`config.mk`:
```
export PLATFORM = sky130hd
export DESIGN_NAME = dtp_three_pair
export DESIGN_NICKNAME = d
export VERILOG_FILES = /design/src/rtl/dtp_pkg.sv /design/src/rtl/dtp_rst_sync.sv /design/src/rtl/dtp_even.sv /design/src/rtl/dtp_en_track.sv /design/src/rtl/dtp_lane.sv /design/src/rtl/dtp_three_pair.sv
export SDC_FILE = /design/constraint.sdc
export NUM_CORES = 1
export LEC_CHECK = 0
export ABC_CLOCK_PERIOD_IN_PS = 2800
export BUFFER_PORTS_ARGS = -buffer_cell sky130_fd_sc_hd__buf_2
export CAP_MARGIN = 20
export CORE_UTILIZATION = 40
export DETAILED_ROUTE_END_ITERATION = 16
export SYNTH_ARGS = -nofsm -noshare
export SYNTH_HDL_FRONTEND = slang
export SYNTH_SLANG_ARGS = --single-unit
export TNS_END_PERCENT = 5
```
`constraint.sdc`:
```
create_clock -name clk -period 2.8 [get_ports clk]
set_input_delay 0.28 -clock clk [delete_from_list [all_inputs] [get_ports clk]]
set_output_delay 0.28 -clock clk [all_outputs]
set_load 0.005 [all_outputs]
```
`src/rtl/dtp_pkg.sv`:
```
package dtp_pkg;

  // Side of a pair that the command currently selects.
  typedef enum logic {
    SIDE_SECOND = 1'b0,
    SIDE_FIRST  = 1'b1
  } side_e;

endpackage

```
`src/rtl/dtp_rst_sync.sv`:
```
// Reset synchronizer: the reset asserts asynchronously and is released on a clock edge.
module dtp_rst_sync #(
  parameter int STAGES = 2
) (
  input  logic clk,
  input  logic rst_n,
  output logic rst_sync_n
);

  logic [STAGES-1:0] chain_q;
  logic [STAGES-1:0] chain_d;

  always_comb begin
    chain_d = {chain_q[STAGES-2:0], 1'b1};
  end

  always_ff @(posedge clk or negedge rst_n) begin
    if (!rst_n) chain_q <= '0;
    else        chain_q <= chain_d;
  end

  assign rst_sync_n = chain_q[STAGES-1];

endmodule

```
`src/rtl/dtp_even.sv`:
```
// Clears the least significant bit of a count, so that only even counts reach the lanes.
module dtp_even #(
  parameter int W = 10
) (
  input  logic [W-1:0] raw,
  output logic [W-1:0] even
);

  generate
    if (W > 1) begin : g_wide
      assign even = {raw[W-1:1], 1'b0};
    end else begin : g_narrow
      assign even = '0;
    end
  endgenerate

endmodule

```
`src/rtl/dtp_en_track.sv`:
```
// Flags the first enabled cycle, so that the lanes can start a gap there.
module dtp_en_track (
  input  logic clk,
  input  logic rst_n,
  input  logic en,
  output logic start
);

  logic en_q;
  logic en_d;

  always_comb begin
    en_d = en;
  end

  always_ff @(posedge clk or negedge rst_n) begin
    if (!rst_n) en_q <= 1'b0;
    else        en_q <= en_d;
  end

  assign start = en & ~en_q;

  // the start flag lasts exactly one cycle.
  p_start_single_r11: assert property (@(posedge clk) disable iff (!rst_n)
    start |=> !start);

endmodule

```
`src/rtl/dtp_lane.sv`:
```
// One complementary pair: it tracks the target side, counts the gap and drives both gates.
module dtp_lane #(
  parameter int DT_W = 10
) (
  input  logic            clk,
  input  logic            rst_n,
  input  logic            en,
  input  logic            start,
  input  logic            cmd,
  input  logic [DT_W-1:0] dly_first,
  input  logic [DT_W-1:0] dly_second,
  output logic            gate_first,
  output logic            gate_second
);
  import dtp_pkg::*;

  localparam logic [DT_W-1:0] CNT_ONE  = {{(DT_W-1){1'b0}}, 1'b1};
  localparam logic [DT_W-1:0] CNT_ZERO = '0;

  side_e           tgt_q, tgt_d;
  logic [DT_W-1:0] cnt_q, cnt_d;
  logic            gf_q, gf_d;
  logic            gs_q, gs_d;
  logic            changed;
  logic            load;
  logic [DT_W-1:0] load_val;

  // Next-state logic.
  always_comb begin
    changed  = (side_e'(cmd) != tgt_q);
    load     = en && (changed || start);
    load_val = cmd ? dly_first : dly_second;
    tgt_d    = tgt_q;
    cnt_d    = cnt_q;
    if (!en) begin
      tgt_d = side_e'(cmd);
      cnt_d = CNT_ZERO;
    end else if (load) begin
      tgt_d = side_e'(cmd);
      cnt_d = load_val;
    end else if (cnt_q != CNT_ZERO) begin
      cnt_d = cnt_q - CNT_ONE;
    end
    gf_d = en && (tgt_d == SIDE_FIRST)  && (cnt_d == CNT_ZERO);
    gs_d = en && (tgt_d == SIDE_SECOND) && (cnt_d == CNT_ZERO);
  end

  // State registers.
  always_ff @(posedge clk or negedge rst_n) begin
    if (!rst_n) begin
      tgt_q <= SIDE_SECOND;
      cnt_q <= CNT_ZERO;
      gf_q  <= 1'b0;
      gs_q  <= 1'b0;
    end else begin
      tgt_q <= tgt_d;
      cnt_q <= cnt_d;
      gf_q  <= gf_d;
      gs_q  <= gs_d;
    end
  end

  assign gate_first  = gf_q;
  assign gate_second = gs_q;

  // the two gates of a pair never overlap.
  p_no_overlap_r9: assert property (@(posedge clk) disable iff (!rst_n)
    !(gate_first && gate_second));

  // a low enable blanks the pair at the next edge.
  p_blank_off_r2: assert property (@(posedge clk) disable iff (!rst_n)
    !en |=> (!gate_first && !gate_second));

  // a departing gate falls at the edge that samples the new command.
  p_depart_first_r3: assert property (@(posedge clk) disable iff (!rst_n)
    (en && gate_first && !cmd) |=> !gate_first);
  p_depart_second_r3: assert property (@(posedge clk) disable iff (!rst_n)
    (en && gate_second && cmd) |=> !gate_second);

  // a zero count passes a change through in one edge.
  p_zero_pass_r7: assert property (@(posedge clk) disable iff (!rst_n)
    (en && (side_e'(cmd) != tgt_q) && ((cmd ? dly_first : dly_second) == CNT_ZERO))
      |=> ($past(cmd) ? gate_first : gate_second));

  // an even count never loads an odd value, so the counter never exceeds the largest even count.
  p_cnt_even_top_r6: assert property (@(posedge clk) disable iff (!rst_n)
    !(&cnt_q));

endmodule

```
`src/rtl/dtp_three_pair.sv`:
```
module dtp_three_pair #(
  parameter int NPAIR = 3,
  parameter int DT_W  = 10
) (
  input  logic             clk,
  input  logic             rst_n,
  input  logic             en,
  input  logic [NPAIR-1:0] phase_cmd,
  input  logic [DT_W-1:0]  dt_first,
  input  logic [DT_W-1:0]  dt_second,
  output logic [NPAIR-1:0] gate_first,
  output logic [NPAIR-1:0] gate_second
);

  localparam int SYNC_STAGES = 2;

  logic            rst_int_n;
  logic            start;
  logic [DT_W-1:0] eff_first;
  logic [DT_W-1:0] eff_second;

  dtp_rst_sync #(.STAGES(SYNC_STAGES)) u_rst (
    .clk        (clk),
    .rst_n      (rst_n),
    .rst_sync_n (rst_int_n)
  );

  dtp_even #(.W(DT_W)) u_even_first (
    .raw  (dt_first),
    .even (eff_first)
  );

  dtp_even #(.W(DT_W)) u_even_second (
    .raw  (dt_second),
    .even (eff_second)
  );

  dtp_en_track u_en (
    .clk   (clk),
    .rst_n (rst_int_n),
    .en    (en),
    .start (start)
  );

  generate
    for (genvar p = 0; p < NPAIR; p++) begin : g_pair
      dtp_lane #(.DT_W(DT_W)) u_lane (
        .clk         (clk),
        .rst_n       (rst_int_n),
        .en          (en),
        .start       (start),
        .cmd         (phase_cmd[p]),
        .dly_first   (eff_first),
        .dly_second  (eff_second),
        .gate_first  (gate_first[p]),
        .gate_second (gate_second[p])
      );
    end
  endgenerate

endmodule

```
==> results by group, run 1 <==
Outcome
  • Status: complete, no violations

Logic synthesis
  • EDFF count, synth: 0
  • Syn Nets: 351
  • Count leader, synth: dfrtp_1
  • Cell count after synthesis: 322
  • Avg Inst Size Synth: 8.980 um^2
  • Sequential share of the synthesized area: 0.3635
  • Commonest cells in the netlist: 42 x dfrtp_1, 20 x mux2i_1, 20 x nand2_1, 20 x nor2_1, 20 x o21ai_0
  • Warnings from Yosys: 0
  • Synth Cell Area: 2892 um^2
  • Async SR Flop Fraction: 1.000
  • FF+latch count, synth: 42
  • Share of Yosys cell area claimed by the top area cell type: 0.3635
  • Unique masters post-synth: 58
  • Yosys top cell by area: dfrtp_1
  • Ys flop type: dfrtp_1
  • Main area contributors after synthesis: dfrtp_1 36%, mux2i_1 6.9%, o21ai_0 3.5%

Timing
  • Achievable Freq: 0.3890 GHz
  • Minimum clock period: 2570 ps
  • Fin crit share: 0.9180
  • Rel. slew slack: 0.4101
  • Final-report hold violation count: 0
  • Final slew viol count: 0
  • Worst Tran Pin Value: 884.8 ps
  • Final setup vio count: 0
  • Setup TNS: 0 ps
  • Setup slack after layout: 229.5 ps
  • RSZ-0062 raised after global routing: false
  • Setup Skew: 9.927 ps

Clocking
  • H-tree levels: 2
  • CTS clk-pin slew, worst paths: 80 ps
  • CTS buffer count: 5
  • Post-CTS setup buffers: 0
  • Clock Latency Late Sink: 290 ps
  • Clk sink count: 42
  • CTS tree: yes
  • Worst-case clock buffer depth: 2
  • CTS Root Cell: clkbuf_8

Setup path
  • Max FO, Critical Path: 7
  • Critical Path Sink Type: register
  • Crit-path max cell delay: 550 ps
  • Worst Setup SP: g_pair[0].u_lane.cnt_q[4]$_DFF_PN0_
  • Worst Setup Path Type: register to register
  • Arrival @ worst endpoint: 2760 ps
  • Kind of cell adding the most delay to the critical path: simple AND/OR/NAND/NOR gates
  • CP max-delay cell: or4b_1
  • Reg2reg start: g_pair[0].u_lane.cnt_q[4]$_DFF_PN0_
  • Stages on worst setup path: 6
  • R2R Setup Slk: 230 ps
  • Reg2reg end: g_pair[0].u_lane.gate_first$_DFF_PN0_
  • WP buf/inv: 0
  • CP required: 2990 ps
  • Worst path cell trace: or3_1 -> nor4_1 -> mux2i_1 -> o22ai_1 -> or4b_1 -> nor4b_1
  • Worst Reg-to-Reg Cells: 6
  • CP endpoint: g_pair[0].u_lane.gate_first$_DFF_PN0_
  • Worst setup SP type: register

Layout
  • # nets final: 375
  • N_diodes: 0
  • Area of the multi-input gates: 1693 um^2
  • Storage cell area: 1052 um^2
  • Ratio of cells with drive above 1 in the final layout: 0.1705
  • Synth-to-layout area growth: 10.99%
  • Fillers: 705

Floorplanning
  • Die W: 87.02 um
  • DIE AREA: 7572 um^2
  • Number of I/O pins: 32
  • Core box area: 6907 um^2
  • Initial Util: 0.4187
  • Rows: 30
  • Die Ht: 87.02 um

Worst hold path
  • Min-delay src: phase_cmd[0]
  • Hold/Removal Path Class: input pin to register

Global routing
  • Pin count of the biggest net entering global routing: 41
  • Total grt overflow: 0
  • First-pass GRT wire length: 12280 um
  • Initial antenna violation count: 0
  • Vias in the first global route: 2425
  • GRT Overall Usage: 0.2145

Detailed routing
  • Via count: 2560
  • DRT Pass-1 Iters: 5
  • Avg Vias per Cell: 5.792
  • WL per Instance: 17.04 um
  • Final WL: 7530 um
  • Initial DRC Count: 197
  • Residual DRC: 0
  • Detail Route Antenna Nets: 0

Pwr
  • Worst vdd ir: 0.2251 mV
  • Leak: 1.378 nW
  • Pwr dens: 500.5 nW/um^2

Placed design
  • Number of port buffers: 29
  • Pre-CTS setup slack: 278.0 ps
  • Post-DP HPWL: 5678 um
  • Routability cong.: 0.9257

Job
  • Max Cap Viol: 0
[state kept, by name, summed over array words and instances, names as in the netlist]
signal / count
g_pair.u_lane.cnt_q: 30
g_pair.u_lane.gate_first: 3
u_rst.chain_q: 2
g_pair.u_lane.tgt_q: 3
u_en.en_q: 1
g_pair.u_lane.gate_second: 3
[report_power, final]
group | internal (mW) | switching, mW
registers | 0.655 | 0.0747
clock network | 0.172 | 0.202
logic | 0.219 | 0.283
total | 1.05 | 0.560
[through the flow]
step	utilization	cells	power [mW]	hold WS, ps	instance area [um^2]
floorplan	-	322	1.091	-15.59	2892
global route	0.4647	442	1.718	159.8	3209
detailed placement	0.4504	434	1.232	65.56	3110
CTS	0.4629	442	1.610	172.5	3197
global placement	0.4504	434	1.230	65.06	3110
finish	0.4647	442	1.606	187.2	3209
[timing repair]
action,in CTS,in global routing
endpoints found under the hold margin,2,0
hold buffers,1,0
resized for setup,0,2
endpoints found under the setup margin,0,2
[worst min-delay path by stage]
stage,cells after the start,end
3_3_place_gp,1,u_rst.chain_q[0]$_DFF_PN0_
2_1_floorplan,0,u_rst.chain_q[0]$_DFF_PN0_
6_report,1,g_pair[0].u_lane.tgt_q$_DFF_PN0_
3_5_place_dp,1,u_rst.chain_q[0]$_DFF_PN0_
4_1_cts,1,g_pair[0].u_lane.tgt_q$_DFF_PN0_
5_1_grt,1,g_pair[0].u_lane.tgt_q$_DFF_PN0_
[cell families (layout without fill, tap and decap cells)]
group,count (synthesis),count (layout),share of synthesized area
AO/OA/AOI/OAI,78,78,0.1852
adder cells (fa/ha/maj),3,3,0.01298
buffers and inverters,34,58,0.05539
other,1,1,0.001297
flip-flops,42,42,0.3635
AND/OR/NAND/NOR,125,125,0.2505
XOR/XNOR,14,14,0.04241
multiplexers,25,25,0.08870
[layout make-up]
class / instances / area share
Clock buffer: 7 / 0.02378
Multi-Input combinational cell: 246 / 0.5275
Tap cell: 96 / 0.03743
Sequential cell: 42 / 0.3279
Inverter: 12 / 0.01404
Timing Repair Buffer: 39 / 0.06940
[metal layers]
metal  vias up  share of wire  global-route usage
met2        66           0.47              0.3486
met1      1235           0.46              0.2949
met3         7          0.062             0.03981
met5         -              0                   0
li1       1252              -                   -
met4         0         0.0076             0.05152
[layout by cell type, fill, tap and decap left out, types with 6 or more instances in the layout]
cell type and instances:
mux2i_1 20, nor3_1 10, dfrtp_1 41, xnor2_1 9, nor2_1 20, inv_1 12
a21oi_1 10, nor2b_1 10, a221oi_1 6, buf_4 9, nand3_1 13, nor4_1 8
nand2_1 20, buf_2 29, o21ai_0 20, or3_1 6
(Power assumes the default switching activity.)
==> run 2, diff against run 1 <==
--- a/config.mk
+++ b/config.mk
@@ -10,6 +10,7 @@
 export CAP_MARGIN = 20
 export CORE_UTILIZATION = 40
 export DETAILED_ROUTE_END_ITERATION = 16
+export RECOVER_POWER = 50
 export SYNTH_ARGS = -nofsm -noshare
 export SYNTH_HDL_FRONTEND = slang
 export SYNTH_SLANG_ARGS = --single-unit
==> run 2 against run 1 <==
The run now ends with capacitance limit, slew limit left. First-iteration DRC count grew 1.5%. Flip-flop and latch count is the same. Clock power is essentially flat. Wire length is the same. Utilization shrank 0.14 points. Clock skew is essentially flat. Combinational power is essentially flat. Sequential power is essentially flat. Global-route usage is the same. Register-to-register slack is essentially flat. Critical path type unchanged. Critical endpoint unchanged.
==> results by group, run 2 (same netlist as run 1, synthesis figures left out) <==
Outcome
  • Status: complete, but fails checks (was complete, no violations)
  • Failing checks: capacitance limit, slew limit

Pwr
  • Pwr dens: 501.6 nW/um^2 (was 500.5 nW/um^2)
  • Worst vdd ir: 0.2249 mV (was 0.2251 mV)
  • Tot Pwr: 1.605 mW (was 1.606 mW)
  • Leak: 1.357 nW (was 1.378 nW)

Placed design
  • Routability cong.: 0.9257 (unchanged)
  • Pre-CTS setup slack: 278.0 ps (unchanged)
  • Post-DP HPWL: 5678 um (unchanged)
  • Placed Cells incl. Taps: 434 (unchanged)
  • Placed Area: 3110 um^2 (unchanged)
  • Number of port buffers: 29 (unchanged)

Job
  • Max Cap Viol: 1 (was 0)

Timing
  • Final setup vio count: 0 (unchanged)
  • RSZ-0062 raised after global routing: false (unchanged)
  • Fin crit share: 0.9193 (was 0.9180)
  • Hold_ws: 230.7 ps (was 187.2 ps)
  • Worst Tran Pin Value: 1617 ps (was 884.8 ps)
  • Final slew viol count: 41 (was 0)
  • Minimum clock period: 2574 ps (was 2570 ps)
  • Rel. slew slack: -0.07783 (was 0.4101)
  • Final-report hold violation count: 0 (unchanged)
  • Setup TNS: 0 ps (unchanged)
  • Setup Skew: 10.14 ps (was 9.927 ps)
  • Setup slack after layout: 226.1 ps (was 229.5 ps)
  • Achievable Freq: 0.3885 GHz (was 0.3890 GHz)

Layout
  • N_diodes: 0 (unchanged)
  • Fin cells: 442 (unchanged)
  • Post-route cell area: 3199 um^2 (was 3209 um^2)
  • Final Core Density: 0.4632 (was 0.4647)
  • Max FFs per register: 30 (unchanged)
  • Area of the multi-input gates: 1693 um^2 (unchanged)
  • Commonest non-fill, non-tap cells in the layout: 42 x dfrtp_1, 22 x buf_2 (was 41 x dfrtp_1, 29 x buf_2)
  • Largest Register: g_pair.u_lane.cnt_q (unchanged)
  • Synth-to-layout area growth: 10.64% (was 10.99%)
  • Ratio of cells with drive above 1 in the final layout: 0.1474 (was 0.1705)
  • Fillers: 708 (was 705)
  • Storage cell area: 1051 um^2 (was 1052 um^2)
  • # nets final: 375 (unchanged)
  • Most common cell after layout, fill and taps aside: dfrtp_1 (unchanged)

Global routing
  • Initial antenna violation count: 0 (unchanged)
  • Vias in the first global route: 2425 (unchanged)
  • First-pass GRT wire length: 12280 um (unchanged)
  • GRT Overall Usage: 0.2145 (unchanged)
  • Total grt overflow: 0 (unchanged)
  • Pin count of the biggest net entering global routing: 41 (unchanged)

Setup path
  • Worst Setup Path Type: register to register (unchanged)
  • Worst setup SP type: register (unchanged)
  • Kind of cell adding the most delay to the critical path: simple AND/OR/NAND/NOR gates (unchanged)
  • Crit-path max cell delay: 550 ps (about the same)
  • Worst path cell trace: or3_1 -> nor4_1 -> mux2i_1 -> o22ai_1 -> or4b_1 -> nor4b_1 (unchanged)
  • Max FO, Critical Path: 7 (unchanged)
  • CP required: 2990 ps (about the same)
  • Critical Path Sink Type: register (unchanged)
  • CP max-delay cell: or4b_1 (unchanged)
  • Arrival @ worst endpoint: 2760 ps (about the same)
  • WP buf/inv: 0 (unchanged)

Clocking
  • CTS Root Cell: clkbuf_8 (unchanged)
  • Clk sink count: 42 (unchanged)
  • CTS clk-pin slew, worst paths: 80 ps (about the same)
  • CTS tree: yes (unchanged)
  • Worst-case clock buffer depth: 2 (unchanged)
  • CTS buffer count: 5 (unchanged)
  • Clock Latency Late Sink: 290 ps (about the same)
  • H-tree levels: 2 (unchanged)

Detailed routing
  • Final WL: 7530 um (unchanged)
  • Via count: 2547 (was 2560)
  • Initial DRC Count: 200 (was 197)
  • Residual DRC: 0 (unchanged)
  • DRT Pass-1 Iters: 7 (was 5)
  • Avg Vias per Cell: 5.762 (was 5.792)
  • WL per Instance: 17.04 um (unchanged)
  • Detail Route Antenna Nets: 0 (unchanged)

Floorplanning
  • Die Ht: 87.02 um (unchanged)
  • Rows: 30 (unchanged)
  • DIE AREA: 7572 um^2 (unchanged)
  • Initial Util: 0.4187 (unchanged)
  • Core box area: 6907 um^2 (unchanged)
  • Number of I/O pins: 32 (unchanged)
  • Die W: 87.02 um (unchanged)

Worst hold path
  • Hold/Removal Path Class: input pin to register (unchanged)
-- run 2: cell count changes in the layout (fill, tap and decap cells not counted) --
cell,before,now
buf_2,29,22
clkbuf_1,2,9
dfrtp_1,41,42
dfrtp_2,1,0
-- run 2: final cells by class --
type	instances	area share
Clock buffer	7	0.02386
Tap cell	96	0.03754
Timing Repair Buffer	39	0.06688
Inverter	12	0.01408
Sequential cell	42	0.3285
Multi-Input combinational cell	246	0.5291
-- run 2: power by group --
part           internal [mW]  switching (mW)  leakage [nW]
combinational          0.218           0.283         0.773
clock                  0.172           0.201        0.0383
sequential             0.655          0.0747         0.545
total                   1.05           0.559          1.36
-- run 2: worst paths after layout --
check	start	depth (start not counted)	to	slack [ps]
max	g_pair[0].u_lane.cnt_q[4]$_DFF_PN0_	6	g_pair[0].u_lane.gate_first$_DFF_PN0_	230
min	phase_cmd[0]	1	g_pair[0].u_lane.tgt_q$_DFF_PN0_	230
max reg2reg	g_pair[0].u_lane.cnt_q[4]$_DFF_PN0_	6	g_pair[0].u_lane.gate_first$_DFF_PN0_	230
min reg2reg	u_rst.chain_q[0]$_DFF_PN0_	0	u_rst.chain_q[1]$_DFF_PN0_	350
max in group asynchronous	u_rst.chain_q[1]$_DFF_PN0_	0	g_pair[0].u_lane.cnt_q[2]$_DFF_PN0_	1180
min in group asynchronous	rst_n	2	u_rst.chain_q[1]$_DFF_PN0_	300
-- run 2: repair_timing --
action / CTS / global route
hold buffers: 1 / 0
buffers inserted: 0 / 0
resized for setup: 0 / 2
endpoints found under the setup margin: 0 / 2
hold endpoints to repair: 2 / 0
-- run 2: metal layers --
metal  up-vias  wire length [um]  GRT usage
li1       1250                 -          -
met1      1230              3518     0.2949
met2        60              3507     0.3486
met3         7               447    0.03981
met4         0                57    0.05152
met5         -                 0          0
